### src/rtl/fxp_mul_pkg.sv
package fxp_mul_pkg;

   typedef enum logic [1:0] {
      RND_FLOOR = 2'b00,
      RND_NEAR  = 2'b01,
      RND_STOCH = 2'b10,
      RND_ALT   = 2'b11
   } rnd_mode_e;

   // operand A is unsigned in pairings 3 and 4
   function automatic logic a_unsigned(input logic [2:0] pair);
      return (pair == 3'd3) || (pair == 3'd4);
   endfunction

   // operand B is unsigned in pairings 2 and 3
   function automatic logic b_unsigned(input logic [2:0] pair);
      return (pair == 3'd2) || (pair == 3'd3);
   endfunction

   // right shift that brings the product to the destination fraction width
   function automatic int unsigned pair_shift(input logic [2:0] pair, input int unsigned w);
      case (pair)
         3'd1:    return w - 1;
         3'd2:    return w;
         3'd3:    return w + 1;
         3'd4:    return w;
         default: return w / 2 - 1;
      endcase
   endfunction

endpackage

### src/rtl/fxp_operand_ext.sv
module fxp_operand_ext #(
   parameter int W = 32
) (
   input  logic [W-1:0]        din,
   input  logic                is_unsigned,
   output logic signed [W:0]   dout
);
   always_comb begin
      dout = is_unsigned ? {1'b0, din} : {din[W-1], din};
   end
endmodule

### src/rtl/fxp_narrow.sv
module fxp_narrow
   import fxp_mul_pkg::*;
#(
   parameter int W     = 32,
   parameter int RND_W = 32,
   parameter int PW    = 2 * (W + 1),
   parameter int SH_W  = 7
) (
   input  logic signed [PW-1:0] prod,
   input  logic [SH_W-1:0]      shamt,
   input  rnd_mode_e            mode,
   input  logic [RND_W-1:0]     rnd,
   output logic signed [PW-1:0] rounded
);
   localparam int RW = W + 1;

   logic signed [PW-1:0] floor_v;
   logic [RW-1:0]        resid;
   logic [RW-1:0]        rnd_al;
   logic                 stoch_up;
   logic                 up;

   // discarded bits left-justified into a W+1 bit fraction field
   always_comb begin
      floor_v = prod >>> shamt;
      resid   = prod[RW-1:0] << (SH_W'(RW) - shamt);
   end

   generate
      if (RND_W == RW) begin : g_rnd_full
         assign rnd_al = rnd;
      end else begin : g_rnd_pad
         assign rnd_al = {rnd, {(RW - RND_W){1'b0}}};
      end
   endgenerate

   assign stoch_up = rnd_al < resid;

   always_comb begin
      case (mode)
         RND_NEAR:  up = resid[RW-1];
         RND_STOCH: up = stoch_up;
         default:   up = 1'b0;
      endcase
      rounded = floor_v + PW'(up);
   end
endmodule

### src/rtl/fxp_saturate.sv
module fxp_saturate #(
   parameter int IW = 66,
   parameter int OW = 32
) (
   input  logic signed [IW-1:0] din,
   output logic [OW-1:0]        dout
);
   generate
      if (IW == OW) begin : g_pass
         assign dout = din;
      end else begin : g_clip
         logic [IW-OW:0] head;
         logic           fits;
         assign head = din[IW-1:OW-1];
         assign fits = (&head) || (~|head);
         always_comb begin
            if (fits)
               dout = {din[OW-1], din[OW-2:0]};
            else if (din[IW-1])
               dout = {1'b1, {(OW-1){1'b0}}};
            else
               dout = {1'b0, {(OW-1){1'b1}}};
         end
      end
   endgenerate
endmodule

### src/rtl/fxp_round_mul.sv
module fxp_round_mul
   import fxp_mul_pkg::*;
#(
   parameter int W     = 32,
   parameter int RND_W = 32
) (
   input  logic             clk,
   input  logic             rst_n,
   input  logic             valid_in,
   input  logic [2:0]       pair_sel,
   input  logic [1:0]       rnd_mode,
   input  logic [W-1:0]     op_a,
   input  logic [W-1:0]     op_b,
   input  logic [RND_W-1:0] rnd_word,
   output logic             valid_out,
   output logic [W-1:0]     result
);
   localparam int PW   = 2 * (W + 1);
   localparam int SH_W = $clog2(PW + 1);

   initial begin
      assert (W >= 8 && (W % 2) == 0)
         else $error("fxp_round_mul: W must be even and at least 8");
      assert (RND_W >= 1 && RND_W <= W + 1)
         else $error("fxp_round_mul: RND_W must lie in 1..W+1");
   end

   // ---------------- stage 1: extension and full product ----------------
   logic [W-1:0]        ops   [0:1];
   logic                uns   [0:1];
   logic signed [W:0]   ext_v [0:1];
   logic signed [PW-1:0] prod_c;

   assign ops[0] = op_a;
   assign ops[1] = op_b;
   assign uns[0] = a_unsigned(pair_sel);
   assign uns[1] = b_unsigned(pair_sel);

   generate
      for (genvar k = 0; k < 2; k++) begin : g_ext
         fxp_operand_ext #(.W(W)) u_ext (
            .din         (ops[k]),
            .is_unsigned (uns[k]),
            .dout        (ext_v[k])
         );
      end
   endgenerate

   assign prod_c = ext_v[0] * ext_v[1];

   logic signed [PW-1:0] prod_q;
   logic [SH_W-1:0]      shamt_q;
   rnd_mode_e            mode_q;
   logic [RND_W-1:0]     rnd_q;
   logic                 vld_q;

   always_ff @(posedge clk) begin
      if (!rst_n) begin
         prod_q  <= '0;
         shamt_q <= '0;
         mode_q  <= RND_FLOOR;
         rnd_q   <= '0;
         vld_q   <= 1'b0;
      end else begin
         vld_q <= valid_in;
         if (valid_in) begin
            prod_q  <= prod_c;
            shamt_q <= SH_W'(pair_shift(pair_sel, W));
            mode_q  <= rnd_mode_e'(rnd_mode);
            rnd_q   <= rnd_word;
         end
      end
   end

   // ---------------- stage 2: narrow, round, saturate ----------------
   logic signed [PW-1:0] rounded;
   logic [W-1:0]         sat_v;

   fxp_narrow #(.W(W), .RND_W(RND_W), .PW(PW), .SH_W(SH_W)) u_narrow (
      .prod    (prod_q),
      .shamt   (shamt_q),
      .mode    (mode_q),
      .rnd     (rnd_q),
      .rounded (rounded)
   );

   fxp_saturate #(.IW(PW), .OW(W)) u_sat (
      .din  (rounded),
      .dout (sat_v)
   );

   always_ff @(posedge clk) begin
      if (!rst_n) begin
         valid_out <= 1'b0;
         result    <= '0;
      end else begin
         valid_out <= vld_q;
         if (vld_q)
            result <= sat_v;
      end
   end
endmodule

### config.mk
export PLATFORM = sky130hd
export DESIGN_NAME = fxp_round_mul
export DESIGN_NICKNAME = d
export VERILOG_FILES = /design/src/rtl/fxp_mul_pkg.sv /design/src/rtl/fxp_operand_ext.sv /design/src/rtl/fxp_narrow.sv /design/src/rtl/fxp_saturate.sv /design/src/rtl/fxp_round_mul.sv
export SDC_FILE = /design/constraint.sdc
export NUM_CORES = 2
export LEC_CHECK = 0
export BUFFER_PORTS_ARGS = -buffer_cell sky130_fd_sc_hd__buf_2
export CORE_MARGIN = 8
export CORE_UTILIZATION = 55
export DETAILED_ROUTE_END_ITERATION = 10
export HOLD_SLACK_MARGIN = 0.1
export PLACE_DENSITY_LB_ADDON = 0.05
export SETUP_SLACK_MARGIN = 0.02
export SLEW_MARGIN = 20
export SYNTH_ARGS = -nofsm -noshare
export SYNTH_HDL_FRONTEND = slang
export SYNTH_SLANG_ARGS = --single-unit
export TNS_END_PERCENT = 30
### constraint.sdc
create_clock -name clk -period 13.2 [get_ports clk]
set_clock_uncertainty 0.1 [all_clocks]
set_input_delay 2.64 -clock clk [delete_from_list [all_inputs] [get_ports clk]]
set_output_delay 2.64 -clock clk [all_outputs]
set_load 0.01 [all_outputs]
==> qor.log <==
qor: run_status.run_status finished, final reports clean
qor: hold_path.worst_hold_path_type reg2reg
qor: worst_setup_path.critical_path_class in2reg
qor: worst_setup_path.worst_r2r_startpoint shamt_q[4]
qor: grt.grt_util_met3 0.06662
qor: synth.asyncSetResetFlopFracSynth 0
qor: synth.synth.largest_area_cell sky130_fd_sc_hd__fa_1
qor: clock_network.cts_root_buffer sky130_fd_sc_hd__clkbuf_16
qor: grt.global_route_wire_length_before_repair 239,400 microns
qor: synth.synthSimpleGateAreaFrac 0.1606
qor: worst_setup_path.maximum_cell_stage_delay_along_the_critical_path 0.97 ns
qor: detailed_routing.drtIter0Drc 3,079
qor: floorplanning.ioPinCount 137
qor: synth.synth_top_family_by_area adder cells
qor: synth.yosys.area_share.adder 0.5218
qor: grt.use_met2 0.4741
qor: synth.synth_area_in_compound_gates 0.06579
qor: grt.first_global_vias 41,130
qor: floorplanning.fp.dieH 317.6 microns
qor: clock_network.htree_levels 4
qor: synth.synthTopCellsByArea sky130_fd_sc_hd__fa_1 (46%), sky130_fd_sc_hd__inv_1 (9.4%), sky130_fd_sc_hd__nand2_1 (7.4%), sky130_fd_sc_hd__ha_1 (6.4%), sky130_fd_sc_hd__dfxtp_1 (5.5%)
qor: worst_setup_path.crit_end prod_q[62]
qor: synth.ys_dominant_reg_cell sky130_fd_sc_hd__dfxtp_1
qor: place.half_perimeter_wire_length_of_the_detailed_placement_result 118,700 microns
qor: synth.avgSynthCellArea 8.769 sq um
qor: timing.post-route-period-util 0.8768
qor: grt.global_route.usage.total 0.3006
qor: timing.finalSetupViolations 0
qor: final_layout.antenna_cells_inserted 0
qor: timing.max_slew_violation_total_from_the_final_report 0
qor: synth.synth_warnings 0
qor: worst_setup_path.cp.arrival 11.82 ns
qor: timing.period_needed 11.57 ns
qor: synth.syn_nets 7,207
qor: clock_network.clkLatencyLatePin 0.45 ns
qor: floorplanning.num_rows 110
qor: synth.synth_mux_area_frac 0.05541
qor: final_layout.post_synthesis_to_final_layout_area_growth 3.570%
qor: hold_path.hp-start result[31]
qor: clock_network.number_of_buffers_inserted_to_repair_setup_after_cts 0
qor: floorplanning.floorplan.die.width 317.6 microns
qor: timing.timing.setup.tns 0 ns
qor: clock_network.cts_buffer_depth 2
qor: grt.grt_max_degree 81
qor: worst_setup_path.r2r_slack 2.93 ns
qor: final_layout.finalNetCount 7,096
qor: clock_network.cts.repair.resized 0
qor: clock_network.cts_tree built
qor: timing.finalWorstSetupSlack 1.626 ns
qor: grt.gr-max-usage-layer met2
qor: synth.post-synth-top-count-cell sky130_fd_sc_hd__inv_1
qor: grt.initial_antenna_violation_count 1
qor: synth.synth_cell_type_count 95
qor: worst_setup_path.worstRegToRegCells 32
qor: worst_setup_path.crit_start pair_sel[0]
qor: grt.met1_usage 0.4218
qor: synth.ys_seq_area_frac 0.05523
qor: detailed_routing.route.detailed.vias_per_inst 5.717
qor: worst_setup_path.top_fanout_value_on_the_critical_path 10
qor: floorplanning.initial_core_util 0.5557
qor: place.portBuffers 136
qor: clock_network.cts-hold-fix-buffers 0
qor: synth.synthTopCellsByCount sky130_fd_sc_hd__inv_1 (1,249), sky130_fd_sc_hd__fa_1 (1,145), sky130_fd_sc_hd__nand2_1 (980)
qor: detailed_routing.routed_wire_length_per_instance 22.06 microns
qor: synth.synthCells 5,704
qor: synth.synth_seq_cells 138
qor: timing.maxClockFrequency 0.08640 GHz
qor: clock_network.clock-sinks 138
qor: place.finalWeightedCongestion 0.9501
qor: floorplanning.core_area 0.09001 sq mm
qor: timing.grt_setup_unrepaired no
qor: synth.synth_area 0.05002 sq mm
qor: synth.synth_top_area_frac 0.4583
qor: clock_network.clock_input_transition_at_the_sequential_cells_of_the_worst_setup_and_hold_paths 0.06 ns
qor: worst_setup_path.critical_path_required 13.44 ns
qor: worst_setup_path.critPathMostFrequentCell sky130_fd_sc_hd__fa_1
qor: detailed_routing.postRouteAntennaNets 0
qor: timing.measured_slew_at_the_worst_slew_check_pin 1.069 ns
qor: worst_setup_path.crit_path_start_kind input pin
qor: detailed_routing.drt_first_pass_iters 5
qor: clock_network.cts_made_buffers 17
qor: worst_setup_path.critPathCaptureType register
qor: worst_setup_path.crit_path_top_delay_cell sky130_fd_sc_hd__fa_1
qor: timing.hold_viol 0
qor: grt.globalRouteOverflowTotal 0
qor: timing.worst_slew_margin_rel 0.2871
qor: final_layout.drive_gt1_frac 0.06011
qor: worst_setup_path.rr_endpoint result[9]
qor: detailed_routing.vias 38,780
qor: job.max-cap-violations 0
qor: place.placement.setup.worst_slack 1.115 ns
qor: synth.fraction_of_synthesized_cell_area_in_xor_and_xnor_cells 0.02031
qor: detailed_routing.post-route-drc-count 0
qor: synth.number_of_enable_flip_flop_cells_after_synthesis 0
qor: detailed_routing.wl 149,600 microns
qor: floorplanning.design.die.area 0.1008 sq mm
final cells by class:
type                       count  area (sq um)
sequential                   138          2773
clock buffer                  19         454.2
inverter                    1252          4700
tap                         1176          1471
clock inverter                13         141.4
fill                        8304         38210
timing repair buffer         183          1036
multi-input combinational   4001         41230
per-layer routing:
metal | routed length, microns | vias up | share of wire
met1 | 64580 | 19740 | 0.43
met2 | 66610 | 1725 | 0.45
met4 | 4206 | 0 | 0.028
met3 | 14240 | 295 | 0.095
met5 | 0 | - | 0
li1 | - | 17010 | -
cells by family (layout without fill, tap and decap cells):
| family | count (synthesis) | count (layout) |
|---|---|---|
| multiplexers | 205 | 205 |
| adder cells (fa/ha/maj) | 1399 | 1399 |
| AO/OA/AOI/OAI | 503 | 503 |
| AND/OR/NAND/NOR | 1778 | 1778 |
| flip-flops | 138 | 138 |
| XOR/XNOR | 116 | 116 |
| buffers and inverters | 1565 | 1467 |
cells in the final DEF, fill, tap and decap left out, types with 27 or more instances in the layout:
| cell type | synthesis | final |
|---|---|---|
| sky130_fd_sc_hd__nor2_1 | 260 | 259 |
| sky130_fd_sc_hd__o21ai_1 | 35 | 35 |
| sky130_fd_sc_hd__mux2i_1 | 110 | 110 |
| sky130_fd_sc_hd__nor2b_1 | 31 | 31 |
| sky130_fd_sc_hd__and2_1 | 272 | 272 |
| sky130_fd_sc_hd__nor3_1 | 38 | 38 |
| sky130_fd_sc_hd__a21oi_1 | 120 | 120 |
| sky130_fd_sc_hd__nand3_1 | 39 | 39 |
| sky130_fd_sc_hd__buf_4 | 7 | 48 |
| sky130_fd_sc_hd__xor2_1 | 35 | 35 |
| sky130_fd_sc_hd__buf_2 | 8 | 135 |
| sky130_fd_sc_hd__mux4_2 | 44 | 44 |
| sky130_fd_sc_hd__inv_1 | 1249 | 1249 |
| sky130_fd_sc_hd__o21ai_0 | 89 | 89 |
| sky130_fd_sc_hd__o211ai_1 | 31 | 31 |
| sky130_fd_sc_hd__xnor2_1 | 81 | 81 |
| sky130_fd_sc_hd__mux2_2 | 35 | 35 |
| sky130_fd_sc_hd__fa_1 | 1145 | 1145 |
| sky130_fd_sc_hd__a21o_1 | 55 | 55 |
| sky130_fd_sc_hd__nand2b_1 | 27 | 27 |
| sky130_fd_sc_hd__nand2_1 | 980 | 980 |
| sky130_fd_sc_hd__dfxtp_1 | 138 | 134 |
| sky130_fd_sc_hd__ha_1 | 254 | 254 |
registers in the layout, summed over array words and instances (netlist names):
signal     count
shamt_q        4
valid_out      1
prod_q        66
vld_q          1
mode_q         2
rnd_q         32
result        32
worst min path at each step:
| stage | to | slack, ns | depth (start not counted) |
|---|---|---|---|
| 6_report | result[31] | 0.40 | 2 |
| 5_1_grt | rnd_q[22] | 0.43 | 2 |
| 2_1_floorplan | result[31] | 0.36 | 1 |
| 3_5_place_dp | rnd_q[0] | 0.39 | 2 |
| 3_3_place_gp | rnd_q[0] | 0.39 | 2 |
| 4_1_cts | rnd_q[0] | 0.41 | 2 |
critical path, delay by kind of cell:
kind / cells / cell delay (ns)
buffers and inverters: 8 / 1.16
adder cells (fa/ha/maj): 9 / 5.13
AND/OR/NAND/NOR: 6 / 0.70
AO/OA/AOI/OAI: 9 / 2.14
metrics by stage:
stage	area [sq um]	std cells	hold WS (ns)	util
2_1_floorplan	50020	5704	0.3604	-
3_3_place_gp	51200	6750	0.3914	0.5688
3_5_place_dp	51210	6750	0.3944	0.5689
4_1_cts	51800	6782	0.4086	0.5755
5_1_grt	51800	6782	0.4318	0.5755
6_report	51800	6782	0.4025	0.5755
Power is not shown: default switching activity piles up to over one toggle a cycle in this logic, so the estimate is an artifact.
